### config.mk
export PLATFORM = sky130hd
export DESIGN_NAME = dma_xfer_chan
export DESIGN_NICKNAME = d
export VERILOG_FILES = /design/src/rtl/dma_chan_pkg.sv /design/src/rtl/dma_cfg_regs.sv /design/src/rtl/dma_addr_reg.sv /design/src/rtl/dma_xfer_cnt.sv /design/src/rtl/dma_bus_seq.sv /design/src/rtl/dma_xfer_chan.sv
export SDC_FILE = /design/constraint.sdc
export NUM_CORES = 1
export LEC_CHECK = 0
export ABC_AREA = 1
export CORE_MARGIN = 2
export CORE_UTILIZATION = 43
export CTS_CLUSTER_DIAMETER = 50
export DETAILED_ROUTE_END_ITERATION = 16
export DONT_BUFFER_PORTS = 1
export PLACE_DENSITY_LB_ADDON = 0.1
export RECOVER_POWER = 25
export SKIP_LAST_GASP = 1
export SLEW_MARGIN = 20
export SYNTH_ARGS = -nofsm -noshare
export SYNTH_HDL_FRONTEND = slang
export SYNTH_SLANG_ARGS = --single-unit
### constraint.sdc
create_clock -name clk -period 6.45 [get_ports clk]
set_clock_uncertainty 0.2 [all_clocks]
set_input_delay 0.9675 -clock clk [delete_from_list [all_inputs] [get_ports clk]]
set_output_delay 0.9675 -clock clk [all_outputs]
set_load 0.005 [all_outputs]
### src/rtl/dma_chan_pkg.sv
package dma_chan_pkg;

  // Pointer update modes (2-bit field in the control word)
  typedef enum logic [1:0] {
    AM_HOLD  = 2'd0,
    AM_UP    = 2'd1,
    AM_DOWN  = 2'd2,
    AM_HOLD2 = 2'd3
  } addr_mode_e;

  // Bus sequencer states
  typedef enum logic [1:0] {
    SQ_IDLE  = 2'd0,
    SQ_READ  = 2'd1,
    SQ_WRITE = 2'd2
  } seq_state_e;

  // Control word bit positions
  localparam int unsigned CTL_EN   = 0;
  localparam int unsigned CTL_IE   = 1;
  localparam int unsigned CTL_WORD = 2;
  localparam int unsigned CTL_SM   = 3;
  localparam int unsigned CTL_DM   = 5;
  localparam int unsigned CTL_FAE  = 7;
  localparam int unsigned CTL_BLK  = 8;
  localparam int unsigned CTL_W    = 9;

  // Register select codes
  localparam int unsigned SEL_SRC = 0;
  localparam int unsigned SEL_DST = 1;
  localparam int unsigned SEL_CNT = 2;
  localparam int unsigned SEL_CTL = 3;
  localparam int unsigned SEL_ACK = 4;

  typedef struct packed {
    logic       blk;
    logic       fae;
    addr_mode_e dm;
    addr_mode_e sm;
    logic       word;
    logic       ie;
  } chan_ctl_t;

endpackage

### src/rtl/dma_cfg_regs.sv
module dma_cfg_regs
  import dma_chan_pkg::*;
#(
  parameter int unsigned CFGW = 32,
  parameter int unsigned SELW = 3
) (
  input  logic            clk,
  input  logic            rst_n,
  input  logic            cfg_we,
  input  logic [SELW-1:0] cfg_sel,
  input  logic [CFGW-1:0] cfg_wdata,
  input  logic            xfer_done,
  output chan_ctl_t       ctl,
  output logic            chan_en,
  output logic            irq,
  output logic            ld_src,
  output logic            ld_dst,
  output logic            ld_cnt
);

  logic wr_ctl;
  logic wr_ack;
  logic unused_hi;

  // Write decode
  assign ld_src = cfg_we && (cfg_sel == SELW'(SEL_SRC));
  assign ld_dst = cfg_we && (cfg_sel == SELW'(SEL_DST));
  assign ld_cnt = cfg_we && (cfg_sel == SELW'(SEL_CNT));
  assign wr_ctl = cfg_we && (cfg_sel == SELW'(SEL_CTL));
  assign wr_ack = cfg_we && (cfg_sel == SELW'(SEL_ACK));

  assign unused_hi = ^cfg_wdata[CFGW-1:CTL_W];

  // Control fields and enable: a software write beats end-of-count
  always_ff @(posedge clk or negedge rst_n) begin
    if (!rst_n) begin
      ctl     <= '0;
      chan_en <= 1'b0;
    end else if (wr_ctl) begin
      ctl.ie   <= cfg_wdata[CTL_IE];
      ctl.word <= cfg_wdata[CTL_WORD];
      ctl.sm   <= addr_mode_e'(cfg_wdata[CTL_SM +: 2]);
      ctl.dm   <= addr_mode_e'(cfg_wdata[CTL_DM +: 2]);
      ctl.fae  <= cfg_wdata[CTL_FAE];
      ctl.blk  <= cfg_wdata[CTL_BLK];
      chan_en  <= cfg_wdata[CTL_EN];
    end else if (xfer_done) begin
      chan_en <= 1'b0;
    end
  end

  // Interrupt flag: cleared by acknowledge or control rewrite
  always_ff @(posedge clk or negedge rst_n) begin
    if (!rst_n) begin
      irq <= 1'b0;
    end else if (wr_ctl || wr_ack) begin
      irq <= 1'b0;
    end else if (xfer_done && ctl.ie) begin
      irq <= 1'b1;
    end
  end

endmodule

### src/rtl/dma_addr_reg.sv
module dma_addr_reg
  import dma_chan_pkg::*;
#(
  parameter int unsigned AW = 24
) (
  input  logic          clk,
  input  logic          rst_n,
  input  logic          load,
  input  logic [AW-1:0] load_val,
  input  logic          step_en,
  input  addr_mode_e    mode,
  input  logic          word,
  output logic [AW-1:0] addr
);

  logic [AW-1:0] mag;
  logic [AW-1:0] nxt;

  assign mag = word ? AW'(2) : AW'(1);

  // Step arithmetic wraps modulo 2^AW
  always_comb begin
    unique case (mode)
      AM_UP:   nxt = addr + mag;
      AM_DOWN: nxt = addr - mag;
      default: nxt = addr;
    endcase
  end

  always_ff @(posedge clk or negedge rst_n) begin
    if (!rst_n) begin
      addr <= '0;
    end else if (load) begin
      addr <= load_val;
    end else if (step_en) begin
      addr <= nxt;
    end
  end

endmodule

### src/rtl/dma_xfer_cnt.sv
module dma_xfer_cnt #(
  parameter int unsigned CW = 16
) (
  input  logic          clk,
  input  logic          rst_n,
  input  logic          load,
  input  logic [CW-1:0] load_val,
  input  logic          dec,
  output logic          last
);

  logic [CW-1:0] cnt_q;

  // One left means this transfer is final; a stored zero wraps to all-ones
  assign last = (cnt_q == CW'(1));

  always_ff @(posedge clk or negedge rst_n) begin
    if (!rst_n) begin
      cnt_q <= '0;
    end else if (load) begin
      cnt_q <= load_val;
    end else if (dec) begin
      cnt_q <= cnt_q - CW'(1);
    end
  end

endmodule

### src/rtl/dma_bus_seq.sv
module dma_bus_seq
  import dma_chan_pkg::*;
#(
  parameter int unsigned AW = 24,
  parameter int unsigned DW = 16
) (
  input  logic          clk,
  input  logic          rst_n,
  input  logic          start,
  input  logic [AW-1:0] src_addr,
  input  logic [AW-1:0] dst_addr,
  input  logic          word,
  input  logic          bus_ready,
  input  logic [DW-1:0] bus_rdata,
  output logic          bus_rd,
  output logic          bus_wr,
  output logic          bus_size,
  output logic [AW-1:0] bus_addr,
  output logic [DW-1:0] bus_wdata,
  output logic          step,
  output logic          idle
);

  localparam int unsigned BW = 8;

  seq_state_e    st_q;
  logic [DW-1:0] data_q;

  always_ff @(posedge clk or negedge rst_n) begin
    if (!rst_n) begin
      st_q   <= SQ_IDLE;
      data_q <= '0;
    end else begin
      unique case (st_q)
        SQ_IDLE: begin
          if (start) st_q <= SQ_READ;
        end
        SQ_READ: begin
          if (bus_ready) begin
            data_q <= bus_rdata;
            st_q   <= SQ_WRITE;
          end
        end
        SQ_WRITE: begin
          if (bus_ready) st_q <= SQ_IDLE;
        end
        default: st_q <= SQ_IDLE;
      endcase
    end
  end

  assign bus_rd   = (st_q == SQ_READ);
  assign bus_wr   = (st_q == SQ_WRITE);
  assign idle     = (st_q == SQ_IDLE);
  assign bus_size = !idle && word;
  assign step     = bus_wr && bus_ready;

  always_comb begin
    bus_addr = '0;
    if (bus_rd) bus_addr = src_addr;
    else if (bus_wr) bus_addr = dst_addr;
  end

  always_comb begin
    bus_wdata = '0;
    if (bus_wr) begin
      bus_wdata = word ? data_q : {{(DW-BW){1'b0}}, data_q[BW-1:0]};
    end
  end

endmodule

### src/rtl/dma_xfer_chan.sv
module dma_xfer_chan
  import dma_chan_pkg::*;
#(
  parameter int unsigned AW   = 24,
  parameter int unsigned DW   = 16,
  parameter int unsigned CW   = 16,
  parameter int unsigned CFGW = 32,
  parameter int unsigned SELW = 3
) (
  input  logic            clk,
  input  logic            rst_n,
  input  logic            cfg_we,
  input  logic [SELW-1:0] cfg_sel,
  input  logic [CFGW-1:0] cfg_wdata,
  input  logic            xfer_req,
  output logic            bus_rd,
  output logic            bus_wr,
  output logic            bus_size,
  output logic [AW-1:0]   bus_addr,
  output logic [DW-1:0]   bus_wdata,
  input  logic [DW-1:0]   bus_rdata,
  input  logic            bus_ready,
  output logic            irq
);

  localparam int unsigned NPTR = 2;  // index 0 source, 1 destination

  chan_ctl_t  ctl;
  logic       chan_en;
  logic       ld_src, ld_dst, ld_cnt;
  logic       step, seq_idle, cnt_last, start, xfer_done;
  logic [AW-1:0] ptr_q  [NPTR];
  logic          ptr_ld [NPTR];
  addr_mode_e    ptr_md [NPTR];

  assign ptr_ld[0] = ld_src;
  assign ptr_ld[1] = ld_dst;
  assign ptr_md[0] = ctl.sm;
  assign ptr_md[1] = ctl.dm;

  assign start     = xfer_req && chan_en && ctl.fae && !ctl.blk && seq_idle;
  assign xfer_done = step && cnt_last;

  dma_cfg_regs #(.CFGW(CFGW), .SELW(SELW)) u_regs (
    .clk       (clk),
    .rst_n     (rst_n),
    .cfg_we    (cfg_we),
    .cfg_sel   (cfg_sel),
    .cfg_wdata (cfg_wdata),
    .xfer_done (xfer_done),
    .ctl       (ctl),
    .chan_en   (chan_en),
    .irq       (irq),
    .ld_src    (ld_src),
    .ld_dst    (ld_dst),
    .ld_cnt    (ld_cnt)
  );

  for (genvar g = 0; g < NPTR; g++) begin : g_ptr
    dma_addr_reg #(.AW(AW)) u_ptr (
      .clk      (clk),
      .rst_n    (rst_n),
      .load     (ptr_ld[g]),
      .load_val (cfg_wdata[AW-1:0]),
      .step_en  (step),
      .mode     (ptr_md[g]),
      .word     (ctl.word),
      .addr     (ptr_q[g])
    );
  end

  dma_xfer_cnt #(.CW(CW)) u_cnt (
    .clk      (clk),
    .rst_n    (rst_n),
    .load     (ld_cnt),
    .load_val (cfg_wdata[CW-1:0]),
    .dec      (step),
    .last     (cnt_last)
  );

  dma_bus_seq #(.AW(AW), .DW(DW)) u_seq (
    .clk       (clk),
    .rst_n     (rst_n),
    .start     (start),
    .src_addr  (ptr_q[0]),
    .dst_addr  (ptr_q[1]),
    .word      (ctl.word),
    .bus_ready (bus_ready),
    .bus_rdata (bus_rdata),
    .bus_rd    (bus_rd),
    .bus_wr    (bus_wr),
    .bus_size  (bus_size),
    .bus_addr  (bus_addr),
    .bus_wdata (bus_wdata),
    .step      (step),
    .idle      (seq_idle)
  );

endmodule

==> results of run 1 <==
worst max-delay path, stage by stage (launching register included):
cell,delay (ns)
dfrtp_1,0.38
inv_1,0.08
ha_1,0.62
inv_1,0.44
nor2_1,0.29
fa_1,0.34
nand3_1,0.10
nand3_1,0.20
nand3_1,0.10
nand2_1,0.15
nand2_1,0.09
nand2_1,0.07
nand2_1,0.04
nand3_1,0.10
nand2_1,0.07
path summary, 6_finish.rpt:
| check | cells past startpoint | endpoint |
|---|---|---|
| max | 14 | g_ptr[1].u_ptr.addr[16]$_DFFE_PN0P_ |
| min | 0 | g_ptr[0].u_ptr.addr[4]$_DFFE_PN0P_ |
| min reg2reg | 2 | u_regs.ctl[4]$_DFFE_PN0P_ |
| max in group asynchronous | 0 | g_ptr[1].u_ptr.addr[21]$_DFFE_PN0P_ |
| min in group clk | 2 | u_regs.ctl[4]$_DFFE_PN0P_ |
| max reg2reg | 14 | g_ptr[1].u_ptr.addr[16]$_DFFE_PN0P_ |
cell type report:
cell class	instances	area [µm²]
Tap cell	234	292.8
Clock buffer	10	239.0
Clock inverter	6	68.82
Multi-Input combinational cell	973	4787
Inverter	234	878.3
Sequential cell	92	2302
Fill cell	2054	10050
Timing Repair Buffer	3	22.52
power groups by stage:
stage	logic (µW)	clock network, µW	registers (µW)
finish	1650	579	980
global route	1850	608	1010
CTS	1630	588	977
detailed placement	1620	0	986
global placement	1610	0	981
floorplan	1300	0	934
cells in the mapped netlist:
| cell | instances |
|---|---|
| a21oi_1 | 55 |
| a21oi_2 | 1 |
| a22oi_1 | 1 |
| a31oi_1 | 3 |
| buf_12 | 1 |
| buf_2 | 9 |
| buf_4 | 4 |
| buf_6 | 4 |
| clkbuf_1 | 16 |
| clkinv_1 | 2 |
| dfrtp_1 | 92 |
| fa_1 | 2 |
| ha_1 | 10 |
| inv_1 | 222 |
| inv_2 | 10 |
| mux2_2 | 6 |
| nand2_1 | 419 |
| nand2_2 | 21 |
| nand3_1 | 119 |
| nand3_2 | 2 |
| nand4_1 | 15 |
| nor2_1 | 140 |
| nor2_2 | 15 |
| nor2_4 | 9 |
| nor2_8 | 3 |
| nor3_1 | 5 |
| nor3_2 | 1 |
| nor4_1 | 1 |
| o211ai_1 | 7 |
| o21ai_0 | 32 |
| o21ai_1 | 1 |
| o21bai_1 | 9 |
| o221ai_1 | 20 |
| o22ai_1 | 47 |
| or2_1 | 1 |
| or2_2 | 2 |
| xnor2_1 | 14 |
| xor2_1 | 11 |
| xor2_2 | 1 |
registers in the layout, indices dropped and copies added (netlist names):
signal and flops:
u_regs.irq 1, u_regs.ctl 8, u_regs.chan_en 1, g_ptr.u_ptr.addr 48
u_seq.st_q 2, u_seq.data_q 16, u_cnt.cnt_q 16
stage by stage:
stage / power (µW) / utilization / hold WS (ns) / setup WS [ns] / area, µm²
after floorplan: 2237 / - / 0.2530 / 3.978 / 8168
after global placement: 2587 / 0.4443 / 0.2708 / 3.025 / 8283
after detailed placement: 2605 / 0.4443 / 0.2759 / 3.022 / 8283
after CTS: 3193 / 0.4608 / 0.08698 / 3.052 / 8591
after global routing: 3473 / 0.4608 / 0.07847 / 2.734 / 8591
final: 3208 / 0.4608 / 0.09100 / 3.052 / 8591
layer usage:
metal	routed length, µm	up-vias
met2	12200	222
li1	-	4170
met1	12450	3910
met4	445	0
met3	1328	26
met5	0	-
cell families after synthesis:
family / count (synthesis)
compound gates: 176
xor+xnor: 26
buf+inv: 268
fa+ha+maj: 12
mux: 6
flops: 92
simple gates: 753
layout by cell type (no fill, tap or decap), drive strengths merged:
| master | instances |
|---|---|
| or2 | 3 |
| xor2 | 12 |
| a22oi | 1 |
| fa | 2 |
| o211ai | 7 |
| a31oi | 3 |
| bufinv | 1 |
| clkbuf | 10 |
| dfrtp | 92 |
| clkinvlp | 1 |
| ha | 10 |
| a21oi | 56 |
| nand3 | 121 |
| o22ai | 47 |
| buf | 3 |
| clkinv | 3 |
| nor3 | 6 |
| nor4 | 1 |
| o21bai | 9 |
| nand2 | 440 |
| mux2 | 6 |
| o21ai | 33 |
| o221ai | 20 |
| nor2 | 167 |
| xnor2 | 14 |
| inv | 235 |
| nand4 | 15 |
==> results.ini, run 1 <==
[status]
status=completed

[global_route]
use_met3=0.02970
grt_pass1_vias=7551
grt.met1_usage=0.3851
track_usage=0.2665
grt_pass1_wl_um=41670
grt-ovfl-total=0
grt_use_met2=0.4272
grt-busiest-layer=met2
antenna_found_initial=0
grt_max_degree=93

[timing]
finalCritPeriodShare=0.5268
hold_viol_final=0
max_clock_freq_mhz=294.3
slew_headroom=0.3296
finalSetupViolCount=0
rsz0062_at_grt=no
fin_tns_setup_ns=0
tightestPinTransition_ns=1.003
period_minus_slack_ns=3.398
maxSlewViolCount=0

[logic_synthesis]
yosysTopAreaCell=dfrtp_1
synth_top_family_by_area=simple AND/OR/NAND/NOR gates
synth_top_area_frac=0.2819
ys_seq_area_frac=0.2819
synth-simple-area-share=0.3984
ys_ff_latch=92
synth_compound_area_frac=0.1304
synth.top_cells.by_area=dfrtp_1 (28%), nand2_1 (19%), inv_1 (10%), nand3_1 (7.3%), nor2_1 (6.4%)
syn_area_per_cell_um2=6.127
syn_area_mm2=0.008168
syn_nets=1401
synth.mux.area_fraction=0.008272
synthXorXnorAreaFrac=0.02880
synthAdderAreaFrac=0.02022
synth_warnings=0
synth_cell_types=39
synth_cells=1333

[flow_run]
maxCapViolations=0

[floorplan]
chipWidth_um=141.8
pin_count=100
die_h_um=141.8
die_area_mm2=0.02011
start_util=0.4381
row_count=50
fp.coreArea_mm2=0.01864

[setup_path]
startpoint=u_regs.ctl[4]$_DFFE_PN0P_
r2r-start=u_regs.ctl[4]$_DFFE_PN0P_
endpoint_kind=flip-flop
cp_max_fo=16
required_ns=6.50
critPathArrivalTime_ns=3.45
critPathKind=reg -> reg
reg2reg_slack_ns=3.05
worst_setup_path_start_kind=flip-flop

[power_and_ir_drop]
leakage_uw=0.004521
ir_worst_vdd_v=0.0001672
seq_power_share=0.306
combPwrFrac=0.514
switching_power_uw=1554
pwr-share-clk=0.181
p_per_area_mw_per_mm2=373.4
internal-power_uw=1653
swShare=0.4845

[route]
antenna_left=0
drt_iter0_markers=650
drt-total-wl_um=26420
num_vias=8328
vias_per_cell=5.366
drc=0
wl_per_cell_um=17.03
firstDrtPassIters=5

[cts]
cts.sink_count=92
cts_root_buffer=clkbuf_16
clk_latency_ns=0.36
clk_path_buf_depth=2
cts_buffers=9
holdBufCountCts=0
tritoncts=done
clkTransAtPathRegs_ns=0.08
htreeDepth=3
post-cts-setup-buffers=0
cts_resized=0

[min_path]
holdCritPathClass=in -> async

[cells_and_area]
num-nets-final=1381
syn2layout_area_growth_pct=5.178
antennaDiodeCount=0
drive_gt1_frac=0.06829
fin_cells=1552

[placed_design]
post-dp-hpwl_um=20400
place_congestion=0.9240
port_buffers=0
placed_cells=1536

(Power assumes the default switching activity.)
==> run 2: changes to the inputs <==
==> constraint.sdc (replaced) <==
create_clock -name clk -period 3.42 [get_ports clk]
set_clock_uncertainty 0.2 [all_clocks]
set_input_delay 0.513 -clock clk [delete_from_list [all_inputs] [get_ports clk]]
set_output_delay 0.513 -clock clk [all_outputs]
set_load 0.005 [all_outputs]
==> run 2 against run 1 <==
  * Setup slack worse by 2.4 ns
  * Hold slack worse by 0.027 ns
  * Non-clock buffer count up 11
  * Count of clock-buffer cells in the layout up 2
  * Sequential cell count unchanged
  * Register-to-register slack worse by 2.4 ns
  * Clock power up 80%
  * Via count up 0.19%
  * Sequential power up 89%
  * Fmax up 21%
  * Wire length down 0.31%
  * Critical endpoint unchanged
  * Largest cell class unchanged
  * Highest routed layer unchanged
==> results.ini, run 2 (same netlist as run 1, synthesis figures left out) <==
[status]
status=completed

[global_route]
antenna_found_initial=0  ; unchanged
grt_pass1_wl_um=42140  ; +1.1%
grt_max_degree=93  ; unchanged
grt_pass1_vias=7712  ; +2.1%
track_usage=0.2707  ; +0.004156
grt-ovfl-total=0  ; unchanged

[cts]
clk_latency_ns=0.36  ; about the same
post-cts-setup-buffers=0  ; unchanged
tritoncts=done
cts_root_buffer=clkbuf_16
holdBufCountCts=2  ; +2
clkTransAtPathRegs_ns=0.07  ; about the same
clk_path_buf_depth=2  ; unchanged
htreeDepth=3  ; unchanged
cts.sink_count=92  ; unchanged
cts_buffers=9  ; unchanged
cts_resized=0  ; unchanged

[cells_and_area]
syn2layout_area_growth_pct=6.311
drive_gt1_frac=0.07304  ; +0.004757
regMostFlops=g_ptr.u_ptr.addr
num-nets-final=1392  ; +0.80%
n_fill_cell=2061  ; +0.34%
largest_reg_flops=48  ; unchanged
final-seq-area_mm2=0.002302  ; unchanged
multi_input_area_mm2=0.004787  ; unchanged
final_common_cell=nand2_1
final_cell_mix=nand2_1 (419), inv_1 (222), nor2_1 (140)
reg.largest.list=g_ptr.u_ptr.addr x48, u_cnt.cnt_q x16, u_seq.data_q x16

[route]
vias_per_cell=5.338  ; -0.51%
num_vias=8344  ; +0.19%
wl_per_cell_um=16.85  ; -1.0%
drt_iter0_markers=784  ; +21%
firstDrtPassIters=5  ; unchanged
drc=0  ; unchanged
antenna_left=0  ; unchanged
drt-total-wl_um=26340  ; -0.31%

[timing]
maxSlewViolCount=0  ; unchanged
tightestPinTransition_ns=0.9947  ; -0.008467 ns
max_clock_freq_mhz=355.4  ; +21%
fin_tns_setup_ns=0  ; unchanged
finalCritPeriodShare=0.8227  ; +0.2960
finalSetupViolCount=0  ; unchanged
hold_viol_final=0  ; unchanged
period_minus_slack_ns=2.814  ; -0.5838 ns
rsz0062_at_grt=no
slew_headroom=0.3353  ; +0.005658
holdWs_ns=0.06399  ; -0.02701 ns

[setup_path]
required_ns=3.46  ; -3.04 ns
critPathArrivalTime_ns=2.85  ; -0.60 ns
r2r_end=g_ptr[1].u_ptr.addr[16]$_DFFE_PN0P_
endpoint_kind=flip-flop
reg2reg_slack_ns=0.61  ; -2.45 ns
cp_max_fo=11  ; -5
path_cells=inv_1 -> ha_1 -> inv_1 -> fa_1 -> nand3_1 -> nand3_1 -> nand3_1 -> nand2_1 -> nand2_1 -> nand3_1 -> nand3_1 -> nand2_1
crit_path_max_incr_delay_ns=0.57  ; -0.05 ns
critPathKind=reg -> reg
r2r-start=u_regs.ctl[1]$_DFFE_PN0P_
worst_setup_path_start_kind=flip-flop
rr_worst_depth=12  ; -2
worst_path_max_delay_cell=dfrtp_1
path_common_cell=nand3_1

[placed_design]
post-dp-hpwl_um=20600  ; +0.97%
place_congestion=0.9442  ; +2.2%
port_buffers=0  ; unchanged

[power_and_ir_drop]
p_per_area_mw_per_mm2=695.6  ; +86%
ir_worst_vdd_v=0.0002599  ; +55%
leakage_uw=0.004570  ; +1.1%

[flow_run]
maxCapViolations=0  ; unchanged

[min_path]
holdCritStartpoint=cfg_sel[2]
holdCritPathClass=in -> reg
holdPathStages=1
hold_end=u_regs.irq$_DFFE_PN0P_

[floorplan]
die_h_um=141.8  ; unchanged
fp.coreArea_mm2=0.01864  ; unchanged
die_area_mm2=0.02011  ; unchanged
chipWidth_um=141.8  ; unchanged
row_count=50  ; unchanged
pin_count=100  ; unchanged
start_util=0.4381  ; unchanged

## run 2: cell count changes in the layout (fill, tap and decap cells not counted), sizes merged
cell         before  now
clkbuf           10   12
buf               3   13
diode             0    1
dlygate4sd3       0    1
clkinv            3    2
inv             235  233
## run 2: final cells by class
type | count | area share
multi-input cells | 973 | 0.5513
flip-flops and latches | 92 | 0.2651
inverters | 234 | 0.1012
well taps | 234 | 0.03372
clock buffers | 12 | 0.02839
repair buffers | 14 | 0.01470
clock inverters | 3 | 0.005331
diodes | 1 | 0.0002882
## run 2: how the worst max path moves through the flow
stage | slack (ns) | start | endpoint
after detailed placement | 0.62 | u_regs.ctl[2]$_DFFE_PN0P_ | g_ptr[0].u_ptr.addr[16]$_DFFE_PN0P_
final | 0.61 | u_regs.ctl[1]$_DFFE_PN0P_ | g_ptr[1].u_ptr.addr[16]$_DFFE_PN0P_
after global routing | 0.33 | u_regs.ctl[2]$_DFFE_PN0P_ | g_ptr[0].u_ptr.addr[20]$_DFFE_PN0P_
after CTS | 0.62 | u_regs.ctl[2]$_DFFE_PN0P_ | g_ptr[0].u_ptr.addr[16]$_DFFE_PN0P_
after global placement | 0.68 | u_regs.ctl[2]$_DFFE_PN0P_ | g_ptr[0].u_ptr.addr[20]$_DFFE_PN0P_
after floorplan | 0.95 | u_regs.ctl[4]$_DFFE_PN0P_ | g_ptr[1].u_ptr.addr[17]$_DFFE_PN0P_
## run 2: through the flow
stage	total power [µW]	setup WS [ns]	util	std cells	area [µm²]
5_1_grt	6594	0.3332	0.4656	1562	8681
6_report	6040	0.6062	0.4658	1563	8683
3_5_place_dp	4933	0.6212	0.4479	1545	8351
3_3_place_gp	4897	0.6818	0.4479	1545	8351
4_1_cts	6022	0.6159	0.4656	1562	8681
2_1_floorplan	4218	0.9483	-	1333	8168
## run 2: critical path, delay by kind of cell, from the launching register on
family,cells,cell delay [ns]
adder cells (fa/ha/maj),2,0.64
AND/OR/NAND/NOR,8,0.99
buffers and inverters,2,0.28
flip-flops,1,0.57
## run 2: layer usage
metal	up-vias	GRT usage	wire length, µm
li1	4208	-	-
met1	3868	0.3866	12360
met2	243	0.4318	12230
met3	25	0.03071	1311
met4	0	0.08211	447
met5	-	0	0
## run 2: power breakdown
group | internal [µW] | switching, µW
Clock | 587 | 455
Sequential | 1490 | 356
Combinational | 1050 | 2100
